===== src/rtl/sec_gate.sv =====
module sec_gate #(
  parameter int NPERIPH = 32,
  parameter int MAW     = 12,
  localparam int TW     = (NPERIPH > 1) ? $clog2(NPERIPH) : 1,
  localparam int WMW    = MAW + 1
) (
  input  logic          clk,
  input  logic          rst_n,
  input  logic          sec_en,
  input  logic          cfg_we,
  input  logic [2:0]    cfg_addr,
  input  logic [31:0]   cfg_wdata,
  input  logic          cfg_secure,
  input  logic          cfg_priv,
  output logic [31:0]   cfg_rdata,
  input  logic          p_valid,
  input  logic [TW-1:0] p_target,
  input  logic          p_secure,
  input  logic          p_priv,
  input  logic          p_write,
  input  logic [31:0]   p_rdata_in,
  output logic          p_allow,
  output logic          p_wr_out,
  output logic [31:0]   p_rdata,
  input  logic          m_valid,
  input  logic [MAW-1:0] m_addr,
  input  logic          m_secure,
  output logic          m_allow,
  output logic          irq
);

  logic               lock_q;
  logic [NPERIPH-1:0] psec_q, ppriv_q, pie_q, pflag_q;
  logic [WMW-1:0]     wm_q;
  logic               mie_q, mflag_q;

  wire trusted  = cfg_secure & cfg_priv;
  wire wr_trust = cfg_we & trusted;
  wire [WMW-1:0] wm_new = cfg_wdata[WMW-1:0];
  wire wm_ok = cfg_we && cfg_addr == 3'd3 && !lock_q && cfg_priv &&
               (cfg_secure || wm_new >= wm_q);

  wire p_sec_hit  = sec_en & psec_q[p_target] & ~p_secure;
  wire p_priv_hit = ppriv_q[p_target] & ~p_priv;
  wire p_block    = p_sec_hit | p_priv_hit;

  assign p_allow  = p_valid & ~p_block;
  assign p_wr_out = p_allow & p_write;
  assign p_rdata  = (p_allow && !p_write) ? p_rdata_in : 32'd0;

  wire m_block = sec_en & ~m_secure & ({1'b0, m_addr} < wm_q);
  assign m_allow = m_valid & ~m_block;

  logic [NPERIPH-1:0] p_set, p_clr;
  always_comb begin
    p_set = '0;
    if (p_valid && p_block && sec_en) p_set[p_target] = 1'b1;
    p_clr = (wr_trust && cfg_addr == 3'd5) ? cfg_wdata[NPERIPH-1:0] : '0;
  end
  wire m_set = m_valid & m_block;
  wire m_clr = wr_trust && cfg_addr == 3'd7 && cfg_wdata[0];

  always_ff @(posedge clk or negedge rst_n) begin
    if (!rst_n) begin
      lock_q  <= 1'b0;
      psec_q  <= '0;
      ppriv_q <= '0;
      wm_q    <= '0;
      pie_q   <= '0;
      pflag_q <= '0;
      mie_q   <= 1'b0;
      mflag_q <= 1'b0;
    end else begin
      if (wr_trust && cfg_addr == 3'd0 && cfg_wdata[0]) lock_q <= 1'b1;
      if (wr_trust && !lock_q && cfg_addr == 3'd1) psec_q  <= cfg_wdata[NPERIPH-1:0];
      if (wr_trust && !lock_q && cfg_addr == 3'd2) ppriv_q <= cfg_wdata[NPERIPH-1:0];
      if (wm_ok) wm_q <= wm_new;
      if (wr_trust && cfg_addr == 3'd4) pie_q <= cfg_wdata[NPERIPH-1:0];
      if (wr_trust && cfg_addr == 3'd6) mie_q <= cfg_wdata[0];
      pflag_q <= (pflag_q & ~p_clr) | p_set;
      mflag_q <= (mflag_q & ~m_clr) | m_set;
    end
  end

  always_comb begin
    case (cfg_addr)
      3'd0:    cfg_rdata = {31'd0, lock_q};
      3'd1:    cfg_rdata = 32'(psec_q);
      3'd2:    cfg_rdata = 32'(ppriv_q);
      3'd3:    cfg_rdata = 32'(wm_q);
      3'd4:    cfg_rdata = 32'(pie_q);
      3'd5:    cfg_rdata = 32'(pflag_q);
      3'd6:    cfg_rdata = {31'd0, mie_q};
      default: cfg_rdata = {31'd0, mflag_q};
    endcase
  end

  assign irq = sec_en & ((|(pie_q & pflag_q)) | (mie_q & mflag_q));

endmodule



===== config.mk =====
export PLATFORM = sky130hd
export DESIGN_NAME = sec_gate
export DESIGN_NICKNAME = d
export VERILOG_FILES = /design/src/rtl/sec_gate.sv
export SDC_FILE = /design/constraint.sdc
export NUM_CORES = 1
export LEC_CHECK = 0
export CAP_MARGIN = 20
export CELL_PAD_IN_SITES_DETAIL_PLACEMENT = 1
export CELL_PAD_IN_SITES_GLOBAL_PLACEMENT = 2
export CORE_MARGIN = 5
export CORE_UTILIZATION = 44
export DETAILED_ROUTE_END_ITERATION = 6
export DONT_BUFFER_PORTS = 1
export MAX_ROUTING_LAYER = met4
export PLACE_DENSITY_LB_ADDON = 0.1
export SLEW_MARGIN = 0
export SYNTH_ARGS = -nofsm -noshare
export SYNTH_HDL_FRONTEND = slang
export SYNTH_SLANG_ARGS = --single-unit

===== constraint.sdc =====
create_clock -name clk -period 4.5 [get_ports clk]
set_input_delay 0.675 -clock clk [delete_from_list [all_inputs] [get_ports clk]]
set_output_delay 0.675 -clock clk [all_outputs]
set_load 0.02 [all_outputs]

==> After elaboration in Yosys (flattened, before gate mapping) <==
Cells that the tools add are included.
W data, S select, Z words.
{ "word_totals": {"output_inout_bits": 68, "word_cells": 79, "in_bits": 96, "register_bits": 144} }
{ "op_classes": {"mux": 10, "reduce_logical": 23, "eq_ne": 7, "n_bitwise": 27, "order_cmp": 4} }
{ "ops": {"columns": ["operator", "count"], "rows": [
  ["$pmux W32 S7", 1],
  ["$mux W32", 3],
  ["$and A32 B32 Y32", 2],
  ["$not A32 Y32", 1],
  ["$or A32 B32 Y32", 1],
  ["$reduce_or A32 Y1", 1],
  ["$logic_and A1 B1 Y1", 18],
  ["$and A1 B1 Y1", 14],
  ["$ge A13 B13 Y1", 1],
  ["$lt A12 B13 Y1", 1],
  ["$eq A3 B3 Y1 const B", 4],
  ["$bmux W1 S5", 2],
  ["$eq A3 B2 Y1 const B", 2],
  ["$lt A5 B6 Y1 const B", 1],
  ["$not A1 Y1", 6],
  ["$demux W1 S5", 1],
  ["$ge A5 B1 Y1 const B", 1],
  ["$eq A3 B1 Y1 const B", 1],
  ["$logic_not A3 Y1", 1],
  ["$mux W1", 3],
  ["$or A1 B1 Y1", 3],
  ["$logic_not A1 Y1", 2],
  ["$logic_or A1 B1 Y1", 1]
]} }

==> Longest topological paths before layout <==
{ "depth": {"depth_word": 9, "depth_mapped": 11, "mapped_depth_nobuf": 9} }

==> Worst setup path after synthesis <==
Ideal clock, no wire load.
{ "synth_timing": {"path_kind": "in2out", "from": "input p_target[1]", "to": "output p_wr_out", "path_stages": 8, "path_buffers": 1, "path_slack_ps": 1155, "t_required_ps": 3825, "t_arrival_ps": 2670, "path_cell_list": "buf_2 mux4_2 nor2b_1 nor4_1 o21ai_1 o2bb2ai_4 nor2_1 and2_1"} }
{ "synth_between": {"elab_chain_len": 8, "word_cells_on_any_way": 11, "cone_classes": "mux (4); bitwise (7)"} }
{ "synth_rtl": {"columns": ["item", "line_no", "rtl"], "rows": [
  ["start, declared", "17", "input logic [TW-1:0] p_target,"],
  ["$bmux W1 S5", "43", "wire p_sec_hit = sec_en & psec_q[p_target] & ~p_secure;"],
  ["$mux W1 (implied by the code)", "43", null],
  ["$and A1 B1 Y1 (2 in series)", "43", null],
  ["$or A1 B1 Y1 (*)", "45", "wire p_block = p_sec_hit | p_priv_hit;"],
  ["$not A1 Y1 (*)", "47", "assign p_allow = p_valid & ~p_block;"],
  ["$and A1 B1 Y1 (*)", "47", null],
  ["net p_allow", "22", "output logic p_allow,"],
  ["$and A1 B1 Y1 (*)", "48", "assign p_wr_out = p_allow & p_write;"],
  ["end, declared", "23", "output logic p_wr_out,"]
]} }
Mark *: on every way through the listed nets, which the timed path passes. The rest lies on a longest branch. The select of a mux whose other input is x is not followed.

==> Worst setup path in the final report <==
{ "layout_timing": {"from": "register psec_q[8]", "to": "output p_rdata[5]"} }
{ "layout_between": {"elab_chain_len": 9} }
{ "layout_rtl": {"columns": ["item", "line_no", "rtl"], "rows": [
  ["start, declared", "33", "logic [NPERIPH-1:0] psec_q, ppriv_q, pie_q, pflag_q;"],
  ["start signal, assigned", "75", "if (wr_trust && !lock_q && cfg_addr == 3'd1) psec_q <= cfg_wdata[NPERIPH-1:0];"],
  ["$bmux W1 S5", "43", null],
  ["$mux W1 (implied by the code)", "43", null],
  ["$and A1 B1 Y1 (2 in series)", "43", null],
  ["$or A1 B1 Y1", "45", null],
  ["$not A1 Y1", "47", null],
  ["$and A1 B1 Y1", "47", null],
  ["$logic_and A1 B1 Y1", "49", "assign p_rdata = (p_allow && !p_write) ? p_rdata_in : 32'd0;"],
  ["$mux W32", "49", null],
  ["end, declared", "24", "output logic [31:0] p_rdata,"]
]} }
Every way passes these cells. The select of a mux whose other input is x is not followed.

==> results.py <==
metrics = {
    "outcome": {
        "outcome": "completed",
    },
    "sta": {
        "hold_viol": 0,
        "layout_min_cycle_time_ns": 3.86,
        "max_freq_ghz": 0.259,
        "finalWorstSetupSlack_ns": 0.640,
        "clock_skew_ns": 0.00941,
        "tns_ns": 0,
        "rsz0062_at_grt": "no",
        "finalSetupViolCount": 0,
        "slew_violations": 0,
        "max_slew_margin_pct": 46.5,
        "finalCritPeriodShare_pct": 85.8,
        "worstMarginPinSlew_ns": 0.793,
    },
    "yosys": {
        "yosysMostFrequentCell": "dfrtp_1",
        "synth_ff_type": "dfrtp_1",
        "syn-mean-instance-area_um2": 10.8,
        "synthArstFlopShare_pct": 100,
        "synth_area_leaders": "dfrtp_1, mux2_2, a22oi_1",
        "yosysTopAreaCell": "dfrtp_1",
        "synth_edf_count": 0,
        "synth_common_cells": "dfrtp_1, mux2_2, nand2_1, a22oi_1, o21ai_0",
        "synthCells": 741,
        "synth_nets": 861,
        "synth_cell_type_count": 50,
        "synth_top_area_share_pct": 45.1,
        "ys_ff_latch": 144,
        "synth_area_um2": 7990,
        "seq_area_frac_synth_pct": 45.1,
        "ys_warn_count": 0,
    },
    "grt": {
        "antenna_found_initial": 0,
        "gr-total-overflow": 0,
        "grt_usage_pct": 26.4,
        "grt_use_met2_pct": 41.8,
        "met1_usage_pct": 34.0,
        "busiest_layer": "met2",
        "grt_pass1_wl_mm": 39.9,
        "use_met3_pct": 5.78,
        "grt_start_max_net_pins": 145,
        "grt_pass1_vias": 6507,
    },
    "die": {
        "die_w_um": 145,
        "core_area_um2": 17900,
        "dieArea_um2": 20900,
        "initial_utilization_pct": 44.6,
        "fp.dieH_um": 145,
        "ios": 164,
        "rows": 49,
    },
    "layout": {
        "diodes": 0,
        "layout.nets": 844,
        "n_fill_cell": 1929,
        "synthToLayoutAreaGrowth_pct": 8.65,
        "stdcell_area_um2": 8680,
        "drive_gt1_share_pct": 21.8,
        "fin_util_pct": 48.5,
    },
    "clock_tree": {
        "cts-resized-gates": 0,
        "clkSinkCount": 144,
        "ctsRootBufferMaster": "clkbuf_16",
        "cts_made_buffers": 17,
        "insertion_delay_ns": 0.43,
        "cts_tree": "built",
        "cts.clk_slew.worst_paths_ns": 0.06,
        "h-tree-depth": 4,
        "clockBufferDepth": 2,
    },
    "routing": {
        "wl_mm": 26.3,
        "wl_per_cell_um": 27.3,
        "drc": 0,
        "postRouteAntennaNets": 0,
        "num_vias": 5991,
        "via_per_inst": 6.21,
        "drt_first_pass_iters": 5,
        "drt-initial-drc-count": 469,
    },
    "pwr": {
        "power.leakage_nw": 3.80,
        "ir_drop_v": 0.000233,
        "p_per_area_nw_per_um2": 430,
    },
    "placed_design": {
        "place.port_buffers": 0,
        "hpwlAfterDp_mm": 18.9,
        "placed_cell_area_um2": 8150,
        "dp_slack_ns": 0.869,
        "place_congestion": 0.892,
    },
    "worst_setup_path": {
        "end_kind": "primary output",
        "cp.arrival_ns": 3.19,
        "critPathMaxFanout": 32,
        "crit_type": "flip-flop to primary output",
        "critPathLaunchType": "flip-flop",
        "regToRegStartpoint": "wm_q[10]$_DFFE_PN0P_",
        "crit_start": "psec_q[8]$_DFFE_PN0P_",
        "crit_required_ns": 3.83,
    },
    "job": {
        "maxCapViolCount": 0,
    },
    "hold_path": {
        "hold_class": "primary input to async pin",
    },
}
where the power goes:
group	internal, mW	total [mW]	leakage (nW)	switching, mW
combinational	0.345	0.732	1.70	0.387
sequential	1.53	1.75	1.86	0.227
clock	0.706	1.25	0.242	0.541
layout make-up:
class | count | area (um^2) | area share, %
Tap cell | 229 | 287 | 3.30
Clock inverter | 7 | 40.0 | 0.461
Timing Repair Buffer | 9 | 87.6 | 1.01
Clock buffer | 23 | 458 | 5.28
Multi-Input combinational cell | 536 | 4140 | 47.7
Sequential cell | 144 | 3600 | 41.5
Inverter | 16 | 60.1 | 0.692
path summary, 6_finish.rpt:
path,to,slack [ns],depth (start not counted)
hold / removal,psec_q[24]$_DFFE_PN0P_,0.24,1
min in group clk,pie_q[31]$_DFFE_PN0P_,0.38,1
setup reg to reg,wm_q[4]$_DFFE_PN0P_,2.01,10
setup / recovery,p_rdata[5],0.64,7
max in group asynchronous,pie_q[11]$_DFFE_PN0P_,3.70,1
hold reg to reg,pflag_q[30]$_DFF_PN0_,0.52,2
layout by cell type (no fill, tap or decap), types with 13 or more instances in the layout:
| master | Yosys | final |
|---|---|---|
| inv_1 | 16 | 16 |
| clkbuf_16 | 0 | 17 |
| mux2_2 | 109 | 109 |
| nor2_1 | 13 | 13 |
| and2_1 | 35 | 35 |
| nand2_1 | 97 | 97 |
| mux2i_1 | 32 | 32 |
| o21ai_0 | 37 | 37 |
| ha_1 | 24 | 24 |
| a22oi_1 | 56 | 56 |
| a21oi_1 | 15 | 15 |
| dfrtp_1 | 144 | 144 |
state kept, by name, summed over array words and instances, names as in the netlist:
signal and flops:
lock_q 1, psec_q 32, pflag_q 32, ppriv_q 32, wm_q 13, pie_q 32, mflag_q 1, mie_q 1
kinds of logic after synthesis:
group                    share of synthesized area [%]
AND/OR/NAND/NOR                                   12.9
AO/OA/AOI/OAI                                     13.7
multiplexers                                      21.4
flip-flops                                        45.1
buffers and inverters                             3.18
adder cells (fa/ha/maj)                           3.76
stage by stage:
step / hold slack [ns] / power (mW) / cells
6_report: 0.238 / 3.73 / 964
5_1_grt: 0.306 / 3.93 / 964
4_1_cts: 0.281 / 3.76 / 964
3_5_place_dp: 0.383 / 2.48 / 933
3_3_place_gp: 0.385 / 2.43 / 933
2_1_floorplan: 0.379 / 2.25 / 741
layer usage:
| layer | share of wire (%) | up-vias | routed length (um) |
|---|---|---|---|
| li1 | - | 2679 | - |
| met1 | 43 | 3104 | 11300 |
| met2 | 49 | 164 | 12900 |
| met3 | 5.6 | 44 | 1470 |
| met4 | 2.5 | 0 | 664 |
| met5 | 0 | - | 0 |
worst max-delay path: stages, from the launching register on:
cell and delay [ns]:
dfrtp_1 0.43, mux4_2 0.48, nor2b_1 0.15, nor4_1 0.33, o21ai_1 0.17, o2bb2ai_4 0.20
nor3_4 0.63, and2_1 0.37
timing repair:
| action | 4_1_cts | 5_1_grt |
|---|---|---|
| hold buffers | 1 | 0 |
| endpoints found under the hold margin | 144 | 0 |
| buffers inserted | 0 | 0 |
| endpoints found under the setup margin | 0 | 0 |
(Power assumes the default switching activity.)
